`src/rtl/alc_pkg.sv`:
```
package alc_pkg;
  localparam int GAIN_W = 6;
  localparam int LIM_W  = 3;
  localparam int CODE_W = 4;
  localparam logic [GAIN_W-1:0] GAIN_RESET = 6'd16;

  typedef enum logic [1:0] {
    LV_EQUAL = 2'd0,
    LV_HOT   = 2'd1,
    LV_QUIET = 2'd2,
    LV_GATED = 2'd3
  } lvl_class_e;
endpackage

```
`src/rtl/alc_interval.sv`:
```
module alc_interval #(
  parameter int BASE       = 1,
  parameter int TMR_W      = 20,
  parameter bit HOLD_STYLE = 0,
  parameter int CODE_CAP   = 15
) (
  input  logic [alc_pkg::CODE_W-1:0] code,
  output logic [TMR_W-1:0]           len
);
  localparam logic [alc_pkg::CODE_W-1:0] CAP = alc_pkg::CODE_W'(CODE_CAP);
  logic [alc_pkg::CODE_W-1:0] c;

  always_comb c = (code > CAP) ? CAP : code;

  generate
    if (HOLD_STYLE) begin : g_hold
      always_comb begin
        if (c == '0) len = '0;
        else         len = TMR_W'(BASE) << (c - 1'b1);
      end
    end else begin : g_plain
      always_comb len = TMR_W'(BASE) << c;
    end
  endgenerate
endmodule

```
`src/rtl/alc_classify.sv`:
```
module alc_classify #(
  parameter int LVL_W = 6
) (
  input  logic [LVL_W-1:0]     lvl,
  input  logic [LVL_W-1:0]     tgt,
  input  logic [LVL_W-1:0]     thr,
  input  logic                 ng_on,
  input  logic                 lim_mode,
  output alc_pkg::lvl_class_e  cls
);
  import alc_pkg::*;
  always_comb begin
    if (lvl > tgt)                          cls = LV_HOT;
    else if (!lim_mode && ng_on && lvl < thr) cls = LV_GATED;
    else if (lvl < tgt)                     cls = LV_QUIET;
    else                                    cls = LV_EQUAL;
  end
endmodule

```
`src/rtl/alc_gain_core.sv`:
```
module alc_gain_core #(
  parameter int TMR_W = 20
) (
  input  logic                         clk,
  input  logic                         rst,
  input  logic                         en,
  input  logic                         lim,
  input  logic                         stb,
  input  alc_pkg::lvl_class_e          cls,
  input  logic [alc_pkg::GAIN_W-1:0]   wmin,
  input  logic [alc_pkg::GAIN_W-1:0]   wmax,
  input  logic [TMR_W-1:0]             atk_len,
  input  logic [TMR_W-1:0]             dcy_len,
  input  logic [TMR_W-1:0]             hld_len,
  input  logic [alc_pkg::GAIN_W-1:0]   man,
  output logic [alc_pkg::GAIN_W-1:0]   gain,
  output logic                         gate
);
  import alc_pkg::*;

  logic [TMR_W-1:0] atk_cnt, dcy_cnt, hld_cnt;
  logic [TMR_W:0]   atk_nxt, dcy_nxt;
  logic             atk_hit, dcy_hit;

  always_comb begin
    atk_nxt = {1'b0, atk_cnt} + 1'b1;
    dcy_nxt = {1'b0, dcy_cnt} + 1'b1;
    atk_hit = stb && (cls == LV_HOT) && (atk_nxt >= {1'b0, atk_len});
    dcy_hit = stb && (cls == LV_QUIET) && !lim && (hld_cnt == '0) &&
              (dcy_nxt >= {1'b0, dcy_len});
  end

  always_ff @(posedge clk) begin
    if (rst) begin
      gain <= GAIN_RESET;
      gate <= 1'b0;
    end else if (!en) begin
      gain <= man;
      gate <= 1'b0;
    end else begin
      if (gain > wmax)                      gain <= wmax;
      else if (gain < wmin)                 gain <= wmin;
      else if (atk_hit && gain > wmin)      gain <= gain - 1'b1;
      else if (dcy_hit && gain < wmax)      gain <= gain + 1'b1;
      if (lim)      gate <= 1'b0;
      else if (stb) gate <= (cls == LV_GATED);
    end
  end

  always_ff @(posedge clk) begin
    if (rst || !en) begin
      atk_cnt <= '0;
      dcy_cnt <= '0;
      hld_cnt <= '0;
    end else if (stb) begin
      case (cls)
        LV_HOT: begin
          atk_cnt <= atk_hit ? '0 : atk_nxt[TMR_W-1:0];
          dcy_cnt <= '0;
          hld_cnt <= lim ? '0 : hld_len;
        end
        LV_QUIET: begin
          atk_cnt <= '0;
          if (lim) begin
            dcy_cnt <= '0;
            hld_cnt <= '0;
          end else if (hld_cnt != '0) begin
            hld_cnt <= hld_cnt - 1'b1;
            dcy_cnt <= '0;
          end else begin
            dcy_cnt <= dcy_hit ? '0 : dcy_nxt[TMR_W-1:0];
          end
        end
        default: begin
          atk_cnt <= '0;
          dcy_cnt <= '0;
        end
      endcase
    end
  end
endmodule

```
`src/rtl/alc_ctrl.sv`:
```
module alc_ctrl #(
  parameter int LVL_W    = 6,
  parameter int ATK_BASE = 1,
  parameter int DCY_BASE = 2,
  parameter int HLD_BASE = 4,
  parameter int TMR_W    = 20,
  parameter int HLD_CAP  = 10
) (
  input  logic                         clk,
  input  logic                         rst,
  input  logic                         alc_on,
  input  logic                         lim_mode,
  input  logic                         smp_stb,
  input  logic [LVL_W-1:0]             peak_lvl,
  input  logic [LVL_W-1:0]             tgt_lvl,
  input  logic [alc_pkg::LIM_W-1:0]    gmin_code,
  input  logic [alc_pkg::LIM_W-1:0]    gmax_code,
  input  logic [alc_pkg::CODE_W-1:0]   atk_code,
  input  logic [alc_pkg::CODE_W-1:0]   dcy_code,
  input  logic [alc_pkg::CODE_W-1:0]   hld_code,
  input  logic                         ng_on,
  input  logic [LVL_W-1:0]             ng_thr,
  input  logic [alc_pkg::GAIN_W-1:0]   man_gain,
  output logic [alc_pkg::GAIN_W-1:0]   gain_out,
  output logic                         gate_act
);
  import alc_pkg::*;
  localparam int SUB_W = GAIN_W - LIM_W;

  logic [TMR_W-1:0]  atk_len, dcy_len, hld_len;
  logic [GAIN_W-1:0] wmin, wmax;
  lvl_class_e        cls;

  always_comb begin
    wmin = {gmin_code, {SUB_W{1'b0}}};
    wmax = {gmax_code, {SUB_W{1'b1}}};
  end

  alc_interval #(.BASE(ATK_BASE), .TMR_W(TMR_W), .HOLD_STYLE(1'b0), .CODE_CAP(15))
    u_atk (.code(atk_code), .len(atk_len));
  alc_interval #(.BASE(DCY_BASE), .TMR_W(TMR_W), .HOLD_STYLE(1'b0), .CODE_CAP(15))
    u_dcy (.code(dcy_code), .len(dcy_len));
  alc_interval #(.BASE(HLD_BASE), .TMR_W(TMR_W), .HOLD_STYLE(1'b1), .CODE_CAP(HLD_CAP))
    u_hld (.code(hld_code), .len(hld_len));

  alc_classify #(.LVL_W(LVL_W)) u_cls (
    .lvl(peak_lvl), .tgt(tgt_lvl), .thr(ng_thr), .ng_on(ng_on),
    .lim_mode(lim_mode), .cls(cls));

  alc_gain_core #(.TMR_W(TMR_W)) u_core (
    .clk(clk), .rst(rst), .en(alc_on), .lim(lim_mode), .stb(smp_stb),
    .cls(cls), .wmin(wmin), .wmax(wmax), .atk_len(atk_len),
    .dcy_len(dcy_len), .hld_len(hld_len), .man(man_gain),
    .gain(gain_out), .gate(gate_act));
endmodule

```
`config.mk`:
```
export PLATFORM = sky130hd
export DESIGN_NAME = alc_ctrl
export DESIGN_NICKNAME = d
export VERILOG_FILES = /design/src/rtl/alc_pkg.sv /design/src/rtl/alc_interval.sv /design/src/rtl/alc_classify.sv /design/src/rtl/alc_gain_core.sv /design/src/rtl/alc_ctrl.sv
export SDC_FILE = /design/constraint.sdc
export NUM_CORES = 1
export LEC_CHECK = 0
export ABC_AREA = 1
export BUFFER_PORTS_ARGS = -buffer_cell sky130_fd_sc_hd__buf_2
export CAP_MARGIN = 15
export CORE_UTILIZATION = 35
export CTS_CLUSTER_SIZE = 14
export DETAILED_ROUTE_END_ITERATION = 8
export SLEW_MARGIN = 40
export SYNTH_ARGS = -nofsm -noshare
export SYNTH_HDL_FRONTEND = slang
export SYNTH_SLANG_ARGS = --single-unit
```
`constraint.sdc`:
```
create_clock -name clk -period 3.7 [get_ports clk]
set_input_delay 0.185 -clock clk [delete_from_list [all_inputs] [get_ports clk]]
set_output_delay 0.185 -clock clk [all_outputs]
set_load 0.01 [all_outputs]
```
======== Word-level counts from Yosys, hierarchy flattened ========
Index checks and enable logic that the tools add are counted.
cells by class
  add/subtract/negate cells ............... 6
  $mul .................................... 0
  divide/modulo/power cells ............... 0
  $lt $le $gt $ge ......................... 12
  equality and inequality tests ........... 5
  shift operators ......................... 3
  multiplexer cells ....................... 22
  bitwise logic cells ..................... 1
  reductions and logical operators ........ 19
operator list
  kind                   number
  $mux 20                10
  $add 20x1->21 const B  2
  $ge 21x20->1           2
  $pmux 20 s2            1
  $mux 6                 5
  $lt 6x6->1             4
  $logic_not 20->1       1
  $reduce_bool 20->1     1
  $shl 1x4->20 const A   1
  $shl 2x4->20 const A   1
  $shl 3x4->20 const A   1
  $sub 20x1->20 const B  1
  $gt 6x6->1             3
  $gt 4x4->1 const B     3
  $mux 4                 3
  $logic_and 1x1->1      10
  $add 6x1->6 const B    1
  $mux 2                 3
  $sub 6x1->6 const B    1
  $ne 5x1->1 const B     1
  $eq 2x2->1 const B     2
  $logic_not 4->1        1
  $sub 4x1->4 const B    1
  $ne 3x3->1 const B     1
  other kinds (7)        8
storage, ports and cells
  bits in registers ....................... 67
  latch bits .............................. 0
  RAM bits ................................ 0
  memory bits (read-only) ................. 0
  input port bits ......................... 48
  output and inout bits ................... 7
  logic and storage cells ................. 73
  memories kept ........................... 0

======== Longest topological paths before layout ========
  depth in word-level cells ............... 16
  depth in mapped cells ................... 32
  mapped depth without buffers ............ 32

======== Cells and area by module ========
From an unflattened synthesis, not the netlist that was laid out.
unflattened totals
  cells, all modules ...................... 1,053
  area total of the unflattened synthesis .. 6,643.9 um2
by module, submodules not included
  module                    instances  cells each  area each (um2)  seq. area each (um2)
  alc_gain_core             1          890         5,816.8          1,341.3
  alc_classify              1          58          332.8            0.0
  alc_interval (u_atk ...)  2          35          160.2            0.0
  alc_interval (u_hld)      1          33          166.4            0.0
  alc_ctrl                  1          2           7.5              0.0

======== Least setup slack after synthesis ========
Ideal clock, no wire load.
  path type ............................... register to register
  start point ............................. register u_core.atk_cnt[4]
  end point ............................... register u_core.gain[5] in the netlist's numbering
  library setup time ...................... 70 ps
  data arrival time ....................... 3,504 ps
  data required time ...................... 3,630 ps
  slack ................................... 126 ps
  stages on the path, launching flop included .. 31
  buffers on the path ..................... 0
  clock period less this slack ............ 3,574 ps
  cells stage by stage .................... dfxtp_1 -> nand2_1 -> nor2_1 -> nand2_1 -> nor2_1 -> nand2_1 -> nor2_1 -> nand2_1 -> xor2_1 -> inv_1 -> ha_1 -> nand2_1 -> nor3_1 -> nand4_1 -> nand3b_1 -> nor2_1 -> nand3_2 -> nand2_1 -> inv_1 -> ha_1 -> nand3_1 -> nand3_1 -> nand2_1 -> nand2_1 -> a21oi_1 -> xor2_1 -> nand3b_1 -> nand2_1 -> nand2_1 -> nand2_1 -> a21oi_1
on the way
  word-level cells in the longest chain between the ends .. 8
  elaborated cells on any way between the ends .. 9
  those cells by class .................... 1 x add/sub; 1 x order compare; 1 x eq/ne; 4 x mux; 2 x reduce/logical
ends and longest elaborated chain
  what                    RTL line             source
  from (decl)             alc_gain_core.sv:21  logic [TMR_W-1:0] atk_cnt, dcy_cnt, hld_cnt;
  from (signal assigned)  alc_gain_core.sv:58  atk_cnt <= atk_hit ? '0 : atk_nxt[TMR_W-1:0];
  $add 20x1->21 (*)       alc_gain_core.sv:26  atk_nxt = {1'b0, atk_cnt} + 1'b1;
  $ge 21x20->1 (*)        alc_gain_core.sv:28  atk_hit = stb && (cls == LV_HOT) && (atk_nxt >= {1'b0, atk_len});
  $logic_and 1x1->1 (*)   alc_gain_core.sv:28
  $logic_and 1x1->1 (*)   alc_gain_core.sv:43  else if (atk_hit && gain > wmin) gain <= gain - 1'b1;
  $mux 6                  alc_gain_core.sv:43
  $mux 6                  alc_gain_core.sv:42  else if (gain < wmin) gain <= wmin;
  $mux 6                  alc_gain_core.sv:41  if (gain > wmax) gain <= wmax;
  $mux 6                  alc_gain_core.sv:37  end else if (!en) begin
  to (signal assigned)    alc_gain_core.sv:41
  to (signal assigned)    alc_gain_core.sv:42
  to (signal assigned)    alc_gain_core.sv:43
  to (decl)               alc_gain_core.sv:16  output logic [alc_pkg::GAIN_W-1:0] gain,
Mark *: on every way between the ends. The rest lies on a longest branch, timed or not.
A chain may end at the register's enable or synchronous reset.

======== Worst setup path in the final report ========
  start point ............................. register u_core.atk_cnt[1]
  end point ............................... register u_core.gain[5] in the netlist's numbering
The elaborated chain is that of the path after synthesis.

==> metrics.md <==
| Metric | Value |
|---|---|
| Endpoint class of the critical path | `register` |
| H-tree levels | `3` |
| Worst path bufs/invs | `2` |
| Worst r2r path cells | `27` |
| Worst Hold Class | `in2reg` |
| Worst Setup SP | `u_core.atk_cnt[1]` |
| Die X | `131 um` |
| Largest net degree at the start of global routing | `39` |
| Crit path kind | `reg2reg` |
| Sequential fraction of the synthesis area | `23.0%` |
| Mean Syn Cell Area | `6.59 um^2` |
| Register-to-register setup slack | `0.14 ns` |
| Die Y | `131 um` |
| Final setup viols | `0` |
| DR WL/cell | `12.7 um` |
| Post-Syn Nets | `989` |
| DRC Markers | `0` |
| CTS Sinks | `67` |
| Fin crit share | `96.3%` |
| Req. time, crit path | `3.98 ns` |
| Worst path most repeated cell | `nand2_1` |
| Ratio of cells with drive above 1 in the final layout | `21.0%` |
| Pleak | `3.17 nW` |
| Post-DP HPWL | `11300 um` |
| Synthesis-stage register bit count | `67` |
| RR Startpoint | `u_core.atk_cnt[1]` |
| Cell area after synthesis | `5830 um^2` |
| Num CTS Buffers | `9` |
| Clock Skew | `0.00557 ns` |
| Max_cap viols | `0` |
| Inst Count DP | `1155` |
| NumNets Final | `1059` |
| Synth area leaders | `dfxtp_1 23%, nand2_1 12%, ha_1 12%` |
| Core footprint | `16100 um^2` |
| Initial antenna violation count | `0` |
| Commonest cells post-synth | `194 x nand2_1, 115 x inv_1, 89 x nor2_1, 67 x dfxtp_1, 62 x nand3_1` |
| Hold-fix buffers, CTS | `0` |
| Cell area power density | `340 nW/um^2` |
| Share of flip-flops with an asynchronous set or reset | `0%` |
| GPL Wtd Cong | `0.852` |
| Iteration-0 DRC Markers | `284` |
| Crit-path slowest cell | `dfxtp_4` |
| Post-synthesis cell type count | `54` |
| Peak Freq | `281 MHz` |
| Rows | `46` |
| Fillers | `1636` |
| Hold Vio Cnt, Final | `0` |
| Top FF cell, synth | `dfxtp_1` |
| Relative slew margins | `46.1%` |
| Unrepaired setup endpoints after global routing | `yes` |
| First-pass GRT wire length | `24600 um` |
| Reg clk slew, reported paths | `0.05 ns` |
| EDFF count, synth | `0` |
| End of the critical path | `u_core.gain[5]` |
| Initial core utilization | `36.3%` |
| Worst skew pair latency | `0.34 ns` |
| Post-route setup TNS | `0 ns` |
| Clk buf depth | `2` |
| Drt total wl | `14900 um` |
| CP arrival | `3.84 ns` |
| CTS root buffer | `clkbuf_16` |
| Synth-to-layout area growth | `21.3%` |
| Non-filler cells, final | `1175` |
| Worst path top cell family by delay | `simple AND/OR/NAND/NOR gates` |
| Number of vias per cell | `4.97` |
| Crit-path max FO | `4` |
| Startpoint types | `register` |
| Crit path largest cell delay | `0.37 ns` |
| R2R Path End | `u_core.gain[5]` |
| Final core utilization | `44.0%` |
| DRT Pass-1 Iters | `5` |
| GR Overflow Total | `0` |
| Gr usage total | `18.2%` |
| Slew @ Worst Pin | `0.807 ns` |
| Stages on the worst setup path | `27` |
| Yosys top cell area share | `23.0%` |
| Peak VDD IR | `0.000283 V` |
| Diodes inserted | `0` |
| Routed Antenna Nets | `0` |
| CTS tree | `done` |
| Hold WS | `0.0716 ns` |
| Boundary Pins | `55` |
| Final Max Slew Viols | `0` |
| Yosys top cell by area | `dfxtp_1` |
| Port bufs | `54` |
| Yosys warns | `0` |
| Status | `finished, final reports clean` |
| Top-count cell post-synth | `nand2_1` |
| Area of the die | `17200 um^2` |
| Vias in the first global route | `5257` |
| Min Tclk post-route | `3.56 ns` |
| Post-synthesis cell count | `884` |
| Via Count | `5839` |
==> where the power goes <==
group	total (mW)	internal (mW)	switching, mW
Combinational	0.665	0.256	0.409
Clock	0.944	0.625	0.319
Sequential	0.794	0.752	0.0425
==> logic make-up after synthesis <==
kind of cell,after synthesis,synth area share [%]
AND/OR/NAND/NOR,465,37.4
AO/OA/AOI/OAI,113,12.0
flip-flops,67,23.0
adder cells (fa/ha/maj),57,12.4
XOR/XNOR,37,5.56
buffers and inverters,145,9.70
==> metal layers <==
metal / up-vias / wire (um) / track usage, %
met5: - / 0 / 0
met4: 0 / 186 / 4.94
met3: 15 / 550 / 3.17
met2: 101 / 7010 / 30.2
met1: 2636 / 7180 / 24.3
li1: 3087 / - / -
==> stage by stage <==
step | setup slack, ns | total power [mW] | instance area [um^2]
6_report | 0.138 | 2.40 | 7070
5_1_grt | -0.170 | 2.56 | 7070
4_1_cts | 0.00665 | 2.40 | 6800
3_5_place_dp | -0.0658 | 1.44 | 6450
3_3_place_gp | 0.00261 | 1.44 | 6450
2_1_floorplan | 0.126 | 1.27 | 5830
==> layout make-up <==
type | count | area [um^2] | share of cell area [%]
multi-input cells | 672 | 4170 | 58.9
flip-flops and latches | 67 | 1350 | 19.1
repair buffers | 81 | 485 | 6.87
inverters | 123 | 465 | 6.58
well taps | 216 | 270 | 3.82
clock buffers | 12 | 256 | 3.63
clock inverters | 4 | 72.6 | 1.03
==> worst min path at each step <==
stage / startpoint / to / slack (ns) / cells past startpoint
final: rst / u_core.gain[2] / 0.07 / 2
after global routing: rst / u_core.gain[2] / 0.06 / 2
after CTS: rst / u_core.gain[2] / 0.06 / 2
after detailed placement: rst / u_core.gain[2] / 0.42 / 2
after global placement: rst / u_core.gain[3] / 0.43 / 2
after floorplan: rst / u_core.gain[2] / 0.25 / 1
==> registers in the layout, indices dropped and copies added, names as in the netlist <==
| signal | flops |
|---|---|
| u_core.dcy_cnt | 20 |
| u_core.gate | 1 |
| u_core.atk_cnt | 20 |
| u_core.gain | 6 |
| u_core.hld_cnt | 20 |
==> layout by cell type, fill, tap and decap left out, drive strengths merged, types with 2 or more instances in the layout <==
cell	count
a211oi	2
a21oi	39
a221oi	2
a31oi	8
and2	3
buf	81
bufinv	2
clkbuf	12
clkinv	4
dfxtp	67
ha	56
inv	120
nand2	202
nand3	68
nand3b	4
nand4	50
nor2	101
nor3	19
nor3b	2
nor4	6
o211ai	2
o21a	4
o21ai	44
o21bai	2
o22ai	3
o31ai	3
or2	8
xnor2	5
xor2	32
==> timing repair <==
action | in CTS | in global routing
gates resized for setup | 5 | 55
buffers inserted | 0 | 4
setup endpoints to repair | 2 | 21
pin swaps | 1 | 18
cloned | 0 | 0
No activity file was read; power rests on OpenSTA's default activity.
